File: src/rtl/host_regbank_pkg.sv
package host_regbank_pkg;
  localparam int DATA_W = 8;

  localparam logic [7:0] A_NET_CTL = 8'h00;
  localparam logic [7:0] A_NET_STS = 8'h01;
  localparam logic [7:0] A_TX_CTL  = 8'h02;
  localparam logic [7:0] A_RX_CTL  = 8'h05;

  // network control
  localparam int B_SRST  = 0;
  localparam int B_LBK   = 1;
  localparam int B_CLRW1 = 5;
  // status
  localparam int B_DONE1 = 2;
  localparam int B_DONE2 = 3;
  // transmit control
  localparam int B_TXREQ = 0;
  localparam int B_NCRC1 = 1;
  localparam int B_NCRC2 = 3;
  // receive control
  localparam int B_RXEN  = 0;
  localparam int B_PROM  = 1;
  localparam int B_MCALL = 3;
  localparam int B_HASH  = 7;

  typedef struct packed {
    logic hash_all;
    logic mcast_all;
    logic promisc;
    logic rx_en;
  } rx_cfg_t;
endpackage

File: src/rtl/hrb_rst_timer.sv
module hrb_rst_timer #(
  parameter int CYCLES = 2000
) (
  input  logic clk_i,
  input  logic rst_ni,
  input  logic start_i,
  output logic active_o
);
  localparam int CNT_W = (CYCLES > 2) ? $clog2(CYCLES) : 1;

  logic [CNT_W-1:0] cnt_q;
  logic             act_q;

  always_ff @(posedge clk_i or negedge rst_ni) begin
    if (!rst_ni) begin
      act_q <= 1'b0;
      cnt_q <= '0;
    end else if (!act_q) begin
      if (start_i) begin
        act_q <= 1'b1;
        cnt_q <= CNT_W'(CYCLES - 1);
      end
    end else if (cnt_q == '0) begin
      act_q <= 1'b0;
    end else begin
      cnt_q <= cnt_q - 1'b1;
    end
  end

  assign active_o = act_q;
endmodule

File: src/rtl/hrb_status.sv
module hrb_status #(
  parameter int N = 2
) (
  input  logic         clk_i,
  input  logic         rst_ni,
  input  logic [N-1:0] set_i,
  input  logic [N-1:0] wclr_i,
  input  logic         rclr_i,
  output logic [N-1:0] sts_o
);
  for (genvar i = 0; i < N; i++) begin : g_flag
    logic q;
    always_ff @(posedge clk_i or negedge rst_ni) begin
      if (!rst_ni)                   q <= 1'b0;
      else if (set_i[i])             q <= 1'b1;  // set beats clear
      else if (wclr_i[i] || rclr_i)  q <= 1'b0;
    end
    assign sts_o[i] = q;
  end
endmodule

File: src/rtl/host_regbank.sv
module host_regbank
  import host_regbank_pkg::*;
#(
  parameter int ADDR_W  = 8,
  parameter int CLK_MHZ = 200,
  parameter int RST_US  = 10
) (
  input  logic              clk_i,
  input  logic              rst_ni,
  input  logic [ADDR_W-1:0] addr_i,
  input  logic [DATA_W-1:0] wdata_i,
  input  logic              we_i,
  input  logic              re_i,
  output logic [DATA_W-1:0] rdata_o,
  input  logic              tx1_done_i,
  input  logic              tx2_done_i,
  input  logic              tx_all_done_i,
  output logic              soft_rst_o,
  output logic              loopback_o,
  output logic              tx_req_o,
  output logic              crc_dis1_o,
  output logic              crc_dis2_o,
  output logic              rx_en_o,
  output logic              promisc_o,
  output logic              mcast_all_o,
  output logic              hash_all_o
);
  localparam int RST_CYCLES = CLK_MHZ * RST_US;

  logic sel_ctl, sel_sts, sel_tx, sel_rx;
  assign sel_ctl = (addr_i == ADDR_W'(A_NET_CTL));
  assign sel_sts = (addr_i == ADDR_W'(A_NET_STS));
  assign sel_tx  = (addr_i == ADDR_W'(A_TX_CTL));
  assign sel_rx  = (addr_i == ADDR_W'(A_RX_CTL));

  logic unused_wbits;
  assign unused_wbits = ^{wdata_i[6], wdata_i[4]};

  // network control
  logic lbk_q, clr_w1c_q, srst_act;
  always_ff @(posedge clk_i or negedge rst_ni) begin
    if (!rst_ni) begin
      lbk_q     <= 1'b0;
      clr_w1c_q <= 1'b0;
    end else if (we_i && sel_ctl) begin
      lbk_q     <= wdata_i[B_LBK];
      clr_w1c_q <= wdata_i[B_CLRW1];
    end
  end

  hrb_rst_timer #(.CYCLES(RST_CYCLES)) u_rst_timer (
    .clk_i   (clk_i),
    .rst_ni  (rst_ni),
    .start_i (we_i && sel_ctl && wdata_i[B_SRST]),
    .active_o(srst_act)
  );

  // status flags: [0] packet index 1, [1] packet index 2
  logic [1:0] sts_q;
  hrb_status #(.N(2)) u_status (
    .clk_i  (clk_i),
    .rst_ni (rst_ni),
    .set_i  ({tx2_done_i, tx1_done_i}),
    .wclr_i ((we_i && sel_sts) ? {wdata_i[B_DONE2], wdata_i[B_DONE1]} : 2'b00),
    .rclr_i (re_i && sel_sts && !clr_w1c_q),
    .sts_o  (sts_q)
  );

  // transmit control
  logic txreq_q, ncrc1_q, ncrc2_q;
  always_ff @(posedge clk_i or negedge rst_ni) begin
    if (!rst_ni) begin
      txreq_q <= 1'b0;
      ncrc1_q <= 1'b0;
      ncrc2_q <= 1'b0;
    end else begin
      if (we_i && sel_tx) begin
        txreq_q <= wdata_i[B_TXREQ];
        ncrc1_q <= wdata_i[B_NCRC1];
        ncrc2_q <= wdata_i[B_NCRC2];
      end else if (tx_all_done_i) begin
        txreq_q <= 1'b0;
      end
    end
  end

  // receive control
  rx_cfg_t rx_q;
  always_ff @(posedge clk_i or negedge rst_ni) begin
    if (!rst_ni) begin
      rx_q <= '0;
    end else if (we_i && sel_rx) begin
      rx_q.hash_all  <= wdata_i[B_HASH];
      rx_q.mcast_all <= wdata_i[B_MCALL];
      rx_q.promisc   <= wdata_i[B_PROM];
      rx_q.rx_en     <= wdata_i[B_RXEN];
    end
  end

  // read path
  logic [DATA_W-1:0] rd_mux;
  always_comb begin
    rd_mux = '0;
    if (sel_ctl) begin
      rd_mux[B_SRST]  = srst_act;
      rd_mux[B_LBK]   = lbk_q;
      rd_mux[B_CLRW1] = clr_w1c_q;
    end else if (sel_sts) begin
      rd_mux[B_DONE1] = sts_q[0];
      rd_mux[B_DONE2] = sts_q[1];
    end else if (sel_tx) begin
      rd_mux[B_TXREQ] = txreq_q;
      rd_mux[B_NCRC1] = ncrc1_q;
      rd_mux[B_NCRC2] = ncrc2_q;
    end else if (sel_rx) begin
      rd_mux[B_HASH]  = rx_q.hash_all;
      rd_mux[B_MCALL] = rx_q.mcast_all;
      rd_mux[B_PROM]  = rx_q.promisc;
      rd_mux[B_RXEN]  = rx_q.rx_en;
    end
  end

  always_ff @(posedge clk_i or negedge rst_ni) begin
    if (!rst_ni)   rdata_o <= '0;
    else if (re_i) rdata_o <= rd_mux;
  end

  assign soft_rst_o  = srst_act;
  assign loopback_o  = lbk_q;
  assign tx_req_o    = txreq_q;
  assign crc_dis1_o  = ncrc1_q;
  assign crc_dis2_o  = ncrc2_q;
  assign rx_en_o     = rx_q.rx_en;
  assign promisc_o   = rx_q.promisc;
  assign mcast_all_o = rx_q.mcast_all;
  assign hash_all_o  = rx_q.hash_all;
endmodule

File: config.mk
export PLATFORM = sky130hd
export DESIGN_NAME = host_regbank
export DESIGN_NICKNAME = d
export VERILOG_FILES = /design/src/rtl/host_regbank_pkg.sv /design/src/rtl/hrb_rst_timer.sv /design/src/rtl/hrb_status.sv /design/src/rtl/host_regbank.sv
export SDC_FILE = /design/constraint.sdc
export NUM_CORES = 1
export LEC_CHECK = 0
export ABC_AREA = 0
export BUFFER_PORTS_ARGS = -buffer_cell sky130_fd_sc_hd__buf_2
export CORE_AREA = 8 8 67 69
export DETAILED_ROUTE_END_ITERATION = 6
export DIE_AREA = 0 0 75 77
export PLACE_DENSITY_LB_ADDON = 0.08
export SETUP_SLACK_MARGIN = 0.3
export SYNTH_ARGS = -nofsm -noshare
export SYNTH_HDL_FRONTEND = slang
export SYNTH_HIERARCHICAL = 1
export SYNTH_SLANG_ARGS = --single-unit
File: constraint.sdc
create_clock -name clk_i -period 1.4 [get_ports clk_i]
set_input_delay 0.14 -clock clk_i [delete_from_list [all_inputs] [get_ports clk_i]]
set_output_delay 0.14 -clock clk_i [all_outputs]
set_load 0.005 [all_outputs]
**Yosys cells after proc, flatten, opt, wreduce, memory -nomap -nowiden**

Cells that the tools add are included.

- Word-level logic and storage cells: 63
- Output and inout bits: 17
- Bits in read-only memories: 0
- Memories: 0
- Register bits after elaboration: 29
- RAM bits: 0
- Input port bits: 23
- Latch bits: 0

- Multiplexer cells: 27
- Reduce and logical (&&, ||, !) cells: 17
- Bitwise operators: 0
- Add/sub/neg operators: 1
- Eq/ne operators: 4
- Div/mod/pow operators: 0
- Shifts and indexed selects: 0
- Magnitude comparators: 0
- Multipliers: 0

Operators by type and width:

| cell | number |
|---|---|
| two-way mux 11 bit | 3 |
| two-way mux 1 bit | 18 |
| two-way mux 2 bit | 6 |
| logical NOT 11 bit | 1 |
| subtractor 11 x 1 -> 11 bit, second input constant | 1 |
| equality test 8 x 1 -> 1 bit, second input constant | 1 |
| equality test 8 x 2 -> 1 bit, second input constant | 1 |
| equality test 8 x 3 -> 1 bit, second input constant | 1 |
| logical NOT 8 bit | 1 |
| nonzero test 2 bit | 4 |
| logical AND 1 bit | 7 |
| logical OR 1 bit | 2 |
| inequality test 2 bit, second input constant | 1 |
| AND reduction 2 bit | 1 |
| logical NOT 1 bit | 1 |

**Longest topological paths before layout**

Gate-level depths: netlist (run 1).

- Depth in word-level cells: 6
- Gate-level depth with buffers: 7
- Gate-level depth less buffers: 7

**Cells and area by module**

Netlist (run 1), hierarchy kept.

By module, submodules not included:

| module | area each (um^2) | sequential area each (um^2) | times used | cells an instance |
|---|---|---|---|---|
| host_regbank | 787.0 | 375.4 | 1 | 68 |
| hrb_rst_timer | 658.1 | 300.3 | 1 | 66 |
| hrb_status | 87.6 | 50.0 | 1 | 8 |

**Worst setup path before layout (run 1)**

OpenSTA, ideal clock, no wires.

- Path kind: flip-flop to flip-flop
- From: register u_rst_timer.cnt_q[6]
- To: register u_rst_timer.cnt_q[0]
- Clock period less this slack: 1.466 ns
- Arrival: 1.342 ns
- Stages on the path, launching flop included: 5
- Setup slack: -0.066 ns
- Library setup time: 0.125 ns
- Required time: 1.275 ns
- Buffers on the path: 0
- Cell sequence: dfrtp_1 > nor4_4 > and4_4 > a21oi_2 > mux2_2

- Cells in the longest elaborated chain, start to end: 3

RTL lines:

| what | RTL line | text |
|---|---|---|
| start: declaration | hrb_rst_timer.sv:11 | `logic [CNT_W-1:0] cnt_q;` |
| start signal: assignment | hrb_rst_timer.sv:21 | `cnt_q <= CNT_W'(CYCLES - 1);` |
| start signal: assignment | hrb_rst_timer.sv:26 | `cnt_q <= cnt_q - 1'b1;` |
| logical NOT 11 bit | hrb_rst_timer.sv:23 | `end else if (cnt_q == '0) begin` |
| inequality test 2 bit (no line) | n/a |  |
| AND reduction 2 bit (no line) | n/a |  |

No other way between the ends.
A chain may end at the register's enable or synchronous reset.

**Worst setup path after layout (run 1)**

- From: register u_rst_timer.cnt_q[7]
- To: register u_rst_timer.cnt_q[0]

Same word-level chain as after synthesis.

==> qor.csv, run 1 <==
metric;value;unit
rows;22;
violations;setup timing;
p_clk_share;25.1;%
synth_seq_cells;29;
layout_commonest_cell;buf_2;
fin_crit;1.524;ns
drv_cap;0;
finalSetupTns;-0.6445;ns
synth_top_area_cell;dfrtp_1;
die_y;77;um
initial_core_util;43.84;%
status;finished, violations left;
arrival;1.73;ns
seqPwrFrac;47.9;%
synthAdderAreaFrac;0.8163;%
cts_tree;yes;
final_area;2222;um^2
hpwl;2947;um
grt_max_degree;30;
clock_sinks;29;
top_regs;u_rst_timer/cnt_q x11, rdata_o x6, u_status/g_flag.q x2;
cts_buffers;5;
p_int;1.442;mW
final_antenna_net_count;0;
via_per_inst;5.233;
clkSlewWorstSetupHoldPaths;0.09;ns
largest_reg_flops;11;
gr-total-overflow;0;
place_ws;-0.1045;ns
rrSetupSlack;-0.12;ns
antennaDiodeCount;0;
power_switching;595.6;uW
hold_path.class;in2reg;
netlist_area;1533;um^2
cp_max_fo;4;
hold_viol;0;
combPwrFrac;27.0;%
vias;1371;
finalNonFillerCells;262;
synthArstFlopShare;100.0;%
critPathLaunchType;register;
die_w;75;um
rr_endpoint;u_rst_timer/cnt_q[0];
ir_drop;552.0;uV
dpl.cell_count;246;
yosysWarningCount;6;
synth_top_family_by_area;simple AND/OR/NAND/NOR gates;
r2r_cells;4;
timing.rr.start;u_rst_timer/cnt_q[7];
synthTopCellsByArea;dfrtp_1 (47%), mux2_2 (8.1%), nor4_4 (2.8%), buf_4 (2.4%), inv_1 (2.4%);
wl;4068;um
grt_pass1_wl;6727;um
portBuffers;35;
nNetsFinal;238;
whs_path_depth;2;
nFillCells;316;
worstMarginPinSlew;0.6712;ns
clockRootBuffer;clkbuf_4;
layout-drive-gt1-share;52.80;%
synth_edf_count;0;
largest_register;u_rst_timer/cnt_q;
cp-end-kind;register;
crit_required;1.61;ns
mostFrequentLayoutCells;buf_2 (32), buf_4 (29), dfrtp_1 (28);
report.final.slew_viol_count;0;
drc;0;
synth_top_area_share;47.35;%
crit_end;u_rst_timer/cnt_q[0];
p_total;2.038;mW
seq_area;726.9;um^2
rsz0062_at_grt;yes;
worst-setup-path-type;reg2reg;
leakage;1.038;nW
place_congestion;0.8470;
ys_types;46;
powerDensity;917.0;nW/um^2
multiInputGateArea;855.8;um^2
dr.pass1.iters;5;
netlist_instances;142;
antenna_found_initial;0;
min_period_over_period;108.9;%
drtIter0Drc;82;
synth-compound-area-share;12.73;%
synthXorXnorAreaFrac;0.5714;%
grt_pass1_vias;1457;
fin_worst_skew;0.005722;ns
ys_seq_area_share;47.35;%
synth-simple-area-share;24.33;%
synthFlopType;dfrtp_1;
place_area;1982;um^2
timing.fmax;656.1;MHz
worst_slack;-0.1241;ns
setup_violations;8;
yosys-mux-area-fraction;8.082;%
wl_per_cell;15.53;um
fp.dieArea;5775;um^2
insertion_delay;0.32;ns
clock_path_buffers;2;
cp-startpoint;u_rst_timer/cnt_q[7];
slew_headroom;55.26;%
track_usage;14.85;%
syn-mean-instance-area;10.79;um^2
core-area;3496;um^2
p_sw_share;29.23;%
area_growth;44.98;%
io_pins;40;
h-tree-depth;2;
-- area by class of cell --
type | count | area share (%)
Multi-Input combinational cell | 97 | 38.51
Tap cell | 48 | 2.703
Inverter | 10 | 1.689
Clock buffer | 7 | 2.477
Timing Repair Buffer | 71 | 21.90
Sequential cell | 29 | 32.71
-- kinds of logic (layout without fill, tap and decap cells) --
group,count (synthesis),count (layout)
buffers and inverters,17,88
AND/OR/NAND/NOR,54,54
adder cells (fa/ha/maj),1,1
AO/OA/AOI/OAI,28,28
XOR/XNOR,1,1
other,1,2
multiplexers,11,11
flip-flops,29,29
-- synthesized netlist by cell type, types with 2 or more instances --
library cell and n:
nor2b_1 4, nor4_4 2, nand2b_1 2, mux2_2 11, dfrtp_1 29, and4b_2 2
inv_1 10, o22ai_1 6, and4_4 2, nand3_1 5, and3_1 3, buf_4 5
a21o_1 3, o21ai_0 5, nand4_1 2, nor4b_1 2, and2_1 2, nor2_1 9
a311oi_1 2, nor3b_1 3, a211oi_1 2, or3_1 3, nand2_1 5
-- repair_timing --
action                     4_1_cts  5_1_grt
setup buffers                    1        5
hold endpoints to repair        31        0
setup endpoints to repair       19       20
hold buffers                     3        0
gates resized for setup         11       13
pin swaps                       12       11
-- routing by layer --
layer / vias to the layer above / GRT usage [%] / routed length [um]
met5: - / 0 / 0
met2: 29 / 25.35 / 2224
li1: 662 / - / -
met4: 0 / 4.510 / 68
met3: 9 / 4.681 / 154
met1: 671 / 16.73 / 1621
-- worst min-delay path by stage --
stage          startpoint                    to  slack [ns]
6_report       wdata_i[7]            hash_all_o        0.05
5_1_grt        wdata_i[7]            hash_all_o        0.03
4_1_cts        wdata_i[7]            hash_all_o        0.04
3_5_place_dp       rst_ni  u_rst_timer/cnt_q[2]        0.22
3_3_place_gp       rst_ni  u_rst_timer/cnt_q[2]        0.20
2_1_floorplan      rst_ni             clr_w1c_q       -0.16
-- critical path: stages, from the launching register on --
cell,delay (ns)
dfrtp_1,0.44
nor4_4,0.35
and4_4,0.30
a21oi_2,0.07
mux2_2,0.26
-- power groups by stage --
stage                     Clock [mW]  Sequential (mW)  Combinational, mW
after floorplan                    0            0.999              0.205
after global placement             0            0.983              0.439
after detailed placement           0            0.989              0.455
after CTS                      0.536            0.973              0.513
after global routing           0.576            0.987              0.598
final                          0.511            0.977              0.550
-- stage by stage --
| step | hold slack (ns) | util (%) |
|---|---|---|
| 2_1_floorplan | -0.1556 | - |
| 3_3_place_gp | 0.2006 | 56.69 |
| 3_5_place_dp | 0.2175 | 56.69 |
| 4_1_cts | 0.03502 | 60.77 |
| 5_1_grt | 0.02872 | 63.56 |
| 6_report | 0.04859 | 63.56 |
Power figures use the tool's default switching activity.
==> run 2: changes to the inputs <==
HOLD_SLACK_MARGIN = 0.05   (was not set)
==> qor.csv, run 2 (synthesis results as in run 1) <==
metric;value;unit;change
dr.pass1.iters;4;;was 5
area_growth;46.29;%;was 44.98%
drv_cap;0;;unchanged
rows;22;;unchanged
p_total;2.042;mW;was 2.038 mW
io_pins;40;;unchanged
core-area;3496;um^2;unchanged
clock_sinks;29;;unchanged
largest_reg_flops;11;;unchanged
p_sw_share;29.19;%;was 29.23%
fin_crit;1.520;ns;was 1.524 ns
crit_required;1.61;ns;about the same
combPwrFrac;27.1;%;was 27.0%
hp-start;wdata_i[1];;was wdata_i[7]
hold_path.class;in2reg;;unchanged
drtIter0Drc;99;;was 82
nNetsFinal;240;;was 238
wl_per_cell;15.47;um;was 15.53 um
portBuffers;35;;unchanged
track_usage;15.03;%;was 14.85%
hold_slack;0.08519;ns;was 0.04859 ns
whs_path_depth;2;;unchanged
place_area;1982;um^2;unchanged
powerDensity;910.6;nW/um^2;was 917.0 nW/um^2
arrival;1.73;ns;about the same
layout_commonest_cell;buf_2;;unchanged
antenna_found_initial;0;;unchanged
fin_worst_skew;0.005823;ns;was 0.005722 ns
wl;4085;um;was 4068 um
p_clk_share;25.0;%;was 25.1%
p_int;1.446;mW;was 1.442 mW
initial_core_util;43.84;%;unchanged
hold_viol;0;;unchanged
cts_tree;yes;;unchanged
place_congestion;0.8470;;unchanged
die_y;77;um;unchanged
hpwl;2947;um;unchanged
clock_path_buffers;2;;unchanged
top_regs;u_rst_timer/cnt_q x11, rdata_o x6, u_status/g_flag.q x2;;unchanged
place_ws;-0.1045;ns;unchanged
clkSlewWorstSetupHoldPaths;0.09;ns;about the same
vias;1365;;was 1371
die_w;75;um;unchanged
timing.rr.start;u_rst_timer/cnt_q[7];;unchanged
critPathLaunchType;register;;unchanged
worst_slack;-0.1198;ns;was -0.1241 ns
largest_register;u_rst_timer/cnt_q;;unchanged
cp-startpoint;u_rst_timer/cnt_q[7];;unchanged
seqPwrFrac;47.8;%;was 47.9%
r2r_cells;4;;unchanged
timing.fmax;658.0;MHz;was 656.1 MHz
drc;0;;unchanged
fp.dieArea;5775;um^2;unchanged
layout-drive-gt1-share;52.31;%;was 52.80%
grt_max_degree;30;;unchanged
final_area;2242;um^2;was 2222 um^2
antennaDiodeCount;0;;unchanged
violations;setup timing;;unchanged
grt_pass1_vias;1474;;was 1457
leakage;1.046;nW;was 1.038 nW
report.final.slew_viol_count;0;;unchanged
setup_violations;8;;unchanged
mostFrequentLayoutCells;buf_2 (32), buf_4 (29), dfrtp_1 (28);;unchanged
worst-setup-path-type;reg2reg;;unchanged
insertion_delay;0.32;ns;about the same
worstMarginPinSlew;0.6536;ns;was 0.6712 ns
slew_headroom;56.43;%;was 55.26%
min_period_over_period;108.6;%;was 108.9%
nFillCells;311;;was 316
via_per_inst;5.170;;was 5.233
ir_drop;552.7;uV;was 552.0 uV
cp-end-kind;register;;unchanged
gr-total-overflow;0;;unchanged
cts_buffers;5;;unchanged
h-tree-depth;2;;unchanged
status;finished, violations left;;unchanged
cp_max_fo;4;;unchanged
final_antenna_net_count;0;;unchanged
clockRootBuffer;clkbuf_4;;unchanged
rsz0062_at_grt;yes;;unchanged
power_switching;596.0;uW;was 595.6 uW
grt_pass1_wl;6810;um;was 6727 um
[run 2: cell type report]
| type | instances | area (um^2) | share of cell area, % |
|---|---|---|---|
| Multi-Input combinational cell | 97 | 855.8 | 38.17 |
| Sequential cell | 29 | 726.9 | 32.42 |
| Timing Repair Buffer | 73 | 506.7 | 22.60 |
| Tap cell | 48 | 60.06 | 2.679 |
| Clock buffer | 7 | 55.05 | 2.455 |
| Inverter | 10 | 37.54 | 1.674 |
[run 2: worst paths after layout]
check,endpoint,slack (ns)
setup / recovery,u_rst_timer/cnt_q[0],-0.12
hold / removal,promisc_o,0.09
setup reg to reg,u_rst_timer/cnt_q[0],-0.12
hold reg to reg,u_status/g_flag[0].q,0.49
max in group asynchronous,u_rst_timer/active_o,0.55
min in group asynchronous,u_rst_timer/cnt_q[2],0.39
[run 2: repair_timing]
item / 4_1_cts / 5_1_grt
hold buffers: 5 / 0
endpoints found under the hold margin: 33 / 0
cloned: 0 / 0
setup buffers: 1 / 5
resized for setup: 11 / 13
setup endpoints to repair: 19 / 20
pin swaps: 12 / 11
[run 2: metrics by stage]
| stage | setup TNS [ns] | instances | utilization, % |
|---|---|---|---|
| 2_1_floorplan | -0.08322 | 143 | - |
| 3_3_place_gp | -0.6008 | 246 | 56.69 |
| 3_5_place_dp | -0.8536 | 246 | 56.69 |
| 4_1_cts | -0.5851 | 259 | 61.35 |
| 5_1_grt | -1.213 | 264 | 64.14 |
| 6_report | -0.5780 | 264 | 64.14 |
[run 2: power groups by stage]
| stage | Combinational [mW] | Clock [mW] | Sequential, mW |
|---|---|---|---|
| floorplan | 0.205 | 0 | 0.999 |
| global placement | 0.439 | 0 | 0.983 |
| detailed placement | 0.455 | 0 | 0.989 |
| CTS | 0.517 | 0.536 | 0.973 |
| global route | 0.603 | 0.576 | 0.987 |
| finish | 0.554 | 0.511 | 0.977 |
[run 2: critical path: stages, from the launching register on]
cell and delay [ns]:
dfrtp_1 0.43, nor4_4 0.35, and4_4 0.30, a21oi_2 0.07
mux2_2 0.25
[run 2: metal layers]
| metal | GRT usage [%] | part of all wire (%) | up-vias |
|---|---|---|---|
| met1 | 16.73 | 39 | 666 |
| met3 | 4.811 | 3.9 | 7 |
| met5 | 0 | 0 | - |
| li1 | - | - | 666 |
| met2 | 25.87 | 55 | 26 |
| met4 | 4.510 | 1.5 | 0 |
